**src/rtl/shared_bus_xchg_pkg.sv**
```systemverilog
package shared_bus_xchg_pkg;
  typedef struct packed {
    logic passA;
    logic passC;
    logic contend;
    logic idle;
  } drvStrobe_t;
endpackage

```
**src/rtl/xchg_ctrl.sv**
```systemverilog
module xchg_ctrl
  import shared_bus_xchg_pkg::*;
(
  input  logic       enA,
  input  logic       enC,
  output drvStrobe_t strobe
);
  always_comb begin
    strobe.passA   = enA & ~enC;
    strobe.passC   = enC & ~enA;
    strobe.contend = enA & enC;
    strobe.idle    = ~enA & ~enC;
  end

  always_comb begin

    one_state_chk: assert ($onehot({strobe.passA, strobe.passC, strobe.contend, strobe.idle}));

    idle_enables_chk: assert (!strobe.idle || (!enA && !enC));
  end
endmodule

```
**src/rtl/xchg_sel_mux.sv**
```systemverilog
module xchg_sel_mux #(
  parameter int CHANNELS = 4,
  localparam int SEL_W = $clog2(CHANNELS)
) (
  input  logic [CHANNELS-1:0] dataIn,
  input  logic [SEL_W-1:0]    sel,
  output logic                dataOut
);
  logic [CHANNELS-1:0] gated;

  generate
    for (genvar i = 0; i < CHANNELS; i++) begin : g_and
      assign gated[i] = dataIn[i] & (sel == SEL_W'(i));
    end
  endgenerate

  assign dataOut = |gated;
endmodule

```
**src/rtl/xchg_sel_demux.sv**
```systemverilog
module xchg_sel_demux #(
  parameter int CHANNELS = 4,
  localparam int SEL_W = $clog2(CHANNELS)
) (
  input  logic                dataIn,
  input  logic                valid,
  input  logic [SEL_W-1:0]    sel,
  output logic [CHANNELS-1:0] dataOut
);
  generate
    for (genvar i = 0; i < CHANNELS; i++) begin : g_route
      assign dataOut[i] = dataIn & valid & (sel == SEL_W'(i));
    end
  endgenerate

  always_comb begin

    route_onehot_chk: assert ($onehot0(dataOut));

    route_blocked_chk: assert (valid || dataOut == '0);
  end
endmodule

```
**src/rtl/xchg_datapath.sv**
```systemverilog
module xchg_datapath
  import shared_bus_xchg_pkg::*;
#(
  parameter int CHANNELS = 4,
  localparam int SEL_W = $clog2(CHANNELS)
) (
  input  drvStrobe_t          strobe,
  input  logic [CHANNELS-1:0] txA,
  input  logic [CHANNELS-1:0] txC,
  input  logic [SEL_W-1:0]    selA,
  input  logic [SEL_W-1:0]    selC,
  input  logic [SEL_W-1:0]    selB,
  input  logic [SEL_W-1:0]    selD,
  output logic [CHANNELS-1:0] rxB,
  output logic [CHANNELS-1:0] rxD,
  output logic                busBit
);
  logic muxA, muxC, lineValid;

  xchg_sel_mux #(.CHANNELS(CHANNELS)) u_muxA (.dataIn(txA), .sel(selA), .dataOut(muxA));
  xchg_sel_mux #(.CHANNELS(CHANNELS)) u_muxC (.dataIn(txC), .sel(selC), .dataOut(muxC));

  assign lineValid = strobe.passA | strobe.passC;
  assign busBit    = (strobe.passA & muxA) | (strobe.passC & muxC);

  xchg_sel_demux #(.CHANNELS(CHANNELS)) u_demuxB (
    .dataIn(busBit), .valid(lineValid), .sel(selB), .dataOut(rxB));
  xchg_sel_demux #(.CHANNELS(CHANNELS)) u_demuxD (
    .dataIn(busBit), .valid(lineValid), .sel(selD), .dataOut(rxD));

  always_comb begin

    a_drive_chk: assert (!strobe.passA || busBit == muxA);

    c_drive_chk: assert (!strobe.passC || busBit == muxC);

    no_drive_chk: assert (lineValid || busBit == 1'b0);
  end
endmodule

```
**src/rtl/shared_bus_xchg.sv**
```systemverilog
module shared_bus_xchg
  import shared_bus_xchg_pkg::*;
#(
  parameter int CHANNELS = 4,
  localparam int SEL_W = $clog2(CHANNELS)
) (
  input  logic [CHANNELS-1:0] txA,
  input  logic [CHANNELS-1:0] txC,
  input  logic [SEL_W-1:0]    selA,
  input  logic [SEL_W-1:0]    selC,
  input  logic [SEL_W-1:0]    selB,
  input  logic [SEL_W-1:0]    selD,
  input  logic                enA,
  input  logic                enC,
  output logic [CHANNELS-1:0] rxB,
  output logic [CHANNELS-1:0] rxD,
  output logic                busBit,
  output logic                busContend,
  output logic                busIdle
);
  drvStrobe_t strobe;

  xchg_ctrl u_ctrl (.enA(enA), .enC(enC), .strobe(strobe));

  xchg_datapath #(.CHANNELS(CHANNELS)) u_dp (
    .strobe(strobe), .txA(txA), .txC(txC),
    .selA(selA), .selC(selC), .selB(selB), .selD(selD),
    .rxB(rxB), .rxD(rxD), .busBit(busBit)
  );

  assign busContend = strobe.contend;
  assign busIdle    = strobe.idle;
endmodule

```
**config.mk**
```make
export PLATFORM = sky130hd
export DESIGN_NAME = shared_bus_xchg
export DESIGN_NICKNAME = d
export VERILOG_FILES = /design/src/rtl/shared_bus_xchg_pkg.sv /design/src/rtl/xchg_ctrl.sv /design/src/rtl/xchg_sel_mux.sv /design/src/rtl/xchg_sel_demux.sv /design/src/rtl/xchg_datapath.sv /design/src/rtl/shared_bus_xchg.sv
export SDC_FILE = /design/constraint.sdc
export NUM_CORES = 1
export LEC_CHECK = 0
export BUFFER_PORTS_ARGS = -buffer_cell sky130_fd_sc_hd__buf_2
export CELL_PAD_IN_SITES_DETAIL_PLACEMENT = 1
export CELL_PAD_IN_SITES_GLOBAL_PLACEMENT = 1
export CORE_AREA = 2 2 39 41
export DETAILED_ROUTE_END_ITERATION = 10
export DIE_AREA = 0 0 41 43
export PLACE_DENSITY = 0.73
export SLEW_MARGIN = 25
export SYNTH_ARGS = -nofsm -noshare
export SYNTH_HDL_FRONTEND = slang
export SYNTH_SLANG_ARGS = --single-unit
```
**constraint.sdc**
```tcl
create_clock -name vclk -period 3.5
set_clock_uncertainty 0.15 [all_clocks]
set_input_delay 1.05 -clock vclk [all_inputs]
set_output_delay 1.05 -clock vclk [all_outputs]
set_load 0.1 [all_outputs]
```
==> results.toml, run 1 <==
[global_routing]
grt_pass1_vias = 325
grt_max_degree = 10
grt.overflow.total = 0
grt_util_all_layers = 0.104
grt_first_pass_wirelength_um = 1370
grt_antenna_before_repair = 0

[detailed_routing]
dr.pass1.iters = 2
num_vias = 378
met3_length_um = 68
antenna_left = 0
wl_met2_um = 584
avgRoutedWirePerCell_um = 12.0
wl_um = 999
drt_iter0_markers = 6
drcViolationCount = 0
m1WireLength_um = 346
routed.top_layer = "met3"
vias_per_cell = 4.55

[synth]
synth_nets = 60
synth.top_cells.by_area = "ha_1, mux2i_1, a21oi_1"
syn-cell-area_um2 = 274
synth_top_area_frac = 0.183
netlist-cell-type-count = 13
yosysWarnings = 0
synth.avg_cell_area_um2 = 7.21
yosysSeqAreaShare = 0
synth_cells = 38
synthTopCellsByCount = "nand2_1, a21oi_1, ha_1, mux2i_1"
synth.most_common_cell = "nand2_1"
synth_area_leader_cell = "ha_1"

[worst_setup_path]
crit_arrival_ns = 2.29
crit_family = "buffers and inverters"
cp_max_fo = 9
critPathCaptureType = "output pin"
startpoint_type = "input port"
cpPeakStageDelay_ns = 0.27
required_ns = 2.30
cp_common_cell = "buf_12"
crit_chain = "buf_4 > inv_4 > ha_4 > nand2_1 > o22a_1 > buf_12 > a211oi_4 > buf_12"
worst-path-buf-inv = 4
crit_cells = 8
crit_path_top_delay_cell = "a211oi_4"
critical_path.startpoint = "enA"
criticalPathCategory = "in -> out"

[timing]
hold_viol = 0
worst_slack_ns = 0.0119
relSlewSlack = 0.680
worst_pin_slew_ns = 0.483
finalSetupViolations = 0
period_needed_ns = 3.49
maxSlewViolCount = 0
fmax_mhz = 287
rsz0062_at_grt = "true"
period_share = 0.997

[layout]
clkbuf_count = 0
fill_cells = 166
seq_cell_count = 0
seqCellArea_um2 = 0
n_antenna_cell = 0
synthToLayoutAreaGrowth_pct = 168
drive_above_1_share = 0.672
layout.nets = 91
final-instance-count-excl-fill = 83

[place]
routabilityCongestion = 0.703
pre_cts_ws_ns = -0.0414
dp.cells = 82
hpwl_um = 780
port_buffers = 29

[worst_hold_path]
hold_class = "in -> out"
min-delay-start = "selB[1]"
whs_path_depth = 3

[power_and_ir_drop]
leakage_nw = 0.302
p_total_uw = 108
ir_worst_vdd_mv = 0.0553
power_density_mw_per_mm2 = 148

[floorplan]
die_x_um = 41
ios = 29
start_util = 0.198
die_h_um = 43
core_mm2 = 0.00138
dieArea_mm2 = 0.00176
rows = 14

[flow_run]
drv_cap = 0

[run_status]
status = "completed"
==> cells in the final DEF, fill, tap and decap left out, drive strengths merged <==
master	synthesis	final
inv	2	2
a21oi	6	6
nand2	7	7
nand3b	2	2
o22a	2	2
ha	4	4
clkbuf	0	1
nand2b	2	2
mux2i	4	4
a211oi	2	2
nand3	2	2
nor2	2	2
buf	2	31
==> cell families (layout without fill, tap and decap cells) <==
kind of cell / after synthesis / count (layout) / synth area share
AO/OA/AOI/OAI: 10 / 10 / 0.265
adder cells (fa/ha/maj): 4 / 4 / 0.183
buffers and inverters: 5 / 34 / 0.146
multiplexers: 4 / 4 / 0.146
AND/OR/NAND/NOR: 15 / 15 / 0.260
==> routing by layer <==
layer / vias to the layer above / GRT usage
li1: 189 / -
met1: 174 / 0.118
met2: 15 / 0.206
met3: 0 / 0.00524
met4: 0 / 0
met5: - / 0
==> area by class of cell <==
class	instances	area [µm²]	share of cell area
well taps	16	20.0	0.0273
inverters	2	22.5	0.0307
repair buffers	32	363	0.495
multi-input cells	33	328	0.447
==> report_power, final <==
part / leakage [nW] / internal, mW / switching, mW / total, mW
Clock: 0 / 0 / 0 / 0
Combinational: 0.302 / 0.0422 / 0.0662 / 0.108
Sequential: 0 / 0 / 0 / 0
Total: 0.302 / 0.0422 / 0.0662 / 0.108
==> tightest hold or removal path, delay by kind of cell <==
kind | cells | cell delay (ns)
AO/OA/AOI/OAI | 1 | 0.06
buffers and inverters | 2 | 0.29
==> what timing repair did <==
item                       CTS  global route
cloned                       0             1
setup buffers                0             0
pin swaps                    2             4
hold buffers                 0             0
setup endpoints to repair    2             2
gates resized for setup      1             6
==> metrics by stage <==
step | utilization | instance area [µm²] | setup TNS (ns) | hold slack (ns)
after floorplan | - | 377 | -0.812 | 2.06
after global placement | 0.498 | 689 | -0.0412 | 2.30
after detailed placement | 0.498 | 689 | -0.0751 | 2.30
after CTS | 0.500 | 692 | 0 | 2.30
after global routing | 0.530 | 733 | -0.0716 | 2.31
final | 0.530 | 733 | 0 | 2.30
==> worst paths after layout <==
check | end | slack (ns)
min | rxB[1] | 2.30
max | rxB[1] | 0.01
Note: power is estimated with default switching activity, not from simulation.
==> run 2, diff against run 1 <==
ABC_AREA = 1   (was unset)
PLACE_DENSITY = 0.74   (was 0.73)
==> run 2 against run 1 <==
Against the previous run: final area fell by 17%; non-clock buffer count decreased by 3; wire length is 13% lower; synthesized cell count increased by 18%; flip-flop and latch count stayed put; count of clock-buffer cells in the layout unchanged; critical endpoint is now rxB[0]; largest power group unchanged; worst setup slack improved by 0.17 ns; maximum frequency increased by 5.3%.
==> results.toml, run 2 <==
[detailed_routing]
wl_um = 871
antenna_left = 0
drcViolationCount = 0
drt_iter0_markers = 4
num_vias = 367
dr.pass1.iters = 2
vias_per_cell = 4.08
avgRoutedWirePerCell_um = 9.68

[run_status]
status = "completed"

[flow_run]
drv_cap = 0

[synth]
netlist-cell-type-count = 9
synth_top_area_frac = 0.268
synth_nets = 67
synth_area_leader_cell = "nand2_1"
yosysWarnings = 0
synth.top_cells.by_area = "nand2_1, ha_1, inv_1"
synth.avg_cell_area_um2 = 4.98
syn-cell-area_um2 = 224
synthTopCellsByCount = "nand2_1, inv_1, nor2_1, nand3_1, ha_1"
yosysSeqAreaShare = 0
synth_cells = 45
synth.most_common_cell = "nand2_1"

[power_and_ir_drop]
ir_worst_vdd_mv = 0.0457
combPwrFrac = 1.000
p_sw_frac = 0.671
seq_power_share = 0
clkPwrFrac = 0
power_density_mw_per_mm2 = 151
power.net_switching_uw = 62.0
leakage_nw = 0.302
internal_power_uw = 30.4

[layout]
seq_cell_count = 0
drive_above_1_share = 0.554
seqCellArea_um2 = 0
n_antenna_cell = 0
mostFrequentLayoutCells = "buf_2, nand2_1, buf_12, inv_1, nor2_4"
final-instance-count-excl-fill = 90
final_core_util = 0.442
fill_cells = 180
multiInputGateArea_um2 = 278
layout.nets = 98
clkbuf_count = 0
final_common_cell = "buf_2"
synthToLayoutAreaGrowth_pct = 173

[timing]
hold_viol = 0
fmax_mhz = 302
maxSlewViolCount = 0
worst_pin_slew_ns = 0.488
period_share = 0.947
relSlewSlack = 0.677
tns_ns = 0
period_needed_ns = 3.31
finalSetupViolations = 0
rsz0062_at_grt = "false"

[cts]
cts_hold_buf = 0
post_cts_buffers = 0
cts_resized = 0

[floorplan]
die_x_um = 41
start_util = 0.162
die_h_um = 43
ios = 29
rows = 14
dieArea_mm2 = 0.00176
core_mm2 = 0.00138

[worst_hold_path]
whs_path_depth = 4
hold_class = "in -> out"

[place]
dp.cells = 90
routabilityCongestion = 0.578
hpwl_um = 867
port_buffers = 29

[global_routing]
grt_max_degree = 9
grt_antenna_before_repair = 0
grt_util_all_layers = 0.110
grt.overflow.total = 0
grt_pass1_vias = 383
grt_first_pass_wirelength_um = 1400

[worst_setup_path]
required_ns = 2.30
critPathCaptureType = "output pin"
startpoint_type = "input port"
crit_arrival_ns = 2.11
cp_max_fo = 8
criticalPathCategory = "in -> out"
## run 2: kinds of logic after synthesis
logic type,after synthesis,synth area share
simple gates,32,0.626
fa+ha+maj,4,0.223
buf+inv,9,0.151
## run 2: cell type report
| class | count | area share |
|---|---|---|
| Inverter | 9 | 0.0552 |
| Multi-Input combinational cell | 36 | 0.454 |
| Tap cell | 16 | 0.0327 |
| Timing Repair Buffer | 29 | 0.458 |
## run 2: final timing paths
path / from / to / slack (ns)
max: enC / rxB[0] / 0.19
min: selD[1] / rxD[3] / 2.36
## run 2: critical path, stage by stage
cell     delay, ns
buf_2         0.11
inv_1         0.07
ha_1          0.14
nand3_1       0.17
nand2_8       0.13
nand2_8       0.11
nor2_4        0.15
buf_12        0.18
## run 2: through the flow
stage | power, mW | setup WS (ns) | cell area, µm² | hold WS [ns]
global placement | 0.0916 | 0.203 | 612 | 2.37
floorplan | 0.0624 | 0.0103 | 312 | 2.16
CTS | 0.0939 | 0.174 | 612 | 2.37
detailed placement | 0.0937 | 0.173 | 612 | 2.37
finish | 0.0924 | 0.187 | 612 | 2.36
global route | 0.0980 | 0.106 | 612 | 2.39
## run 2: routing by layer
metal	GRT usage	vias to the layer above	wire length [µm]	part of all wire
li1	-	192	-	-
met3	0	0	59	0.068
met2	0.244	16	547	0.63
met4	0	0	0	0
met1	0.101	159	264	0.30
met5	0	-	0	0
## run 2: power by group through the flow
stage	registers (mW)	clock network, mW	logic (mW)
floorplan	0	0	0.0624
global placement	0	0	0.0916
detailed placement	0	0	0.0937
CTS	0	0	0.0939
global route	0	0	0.0980
finish	0	0	0.0924
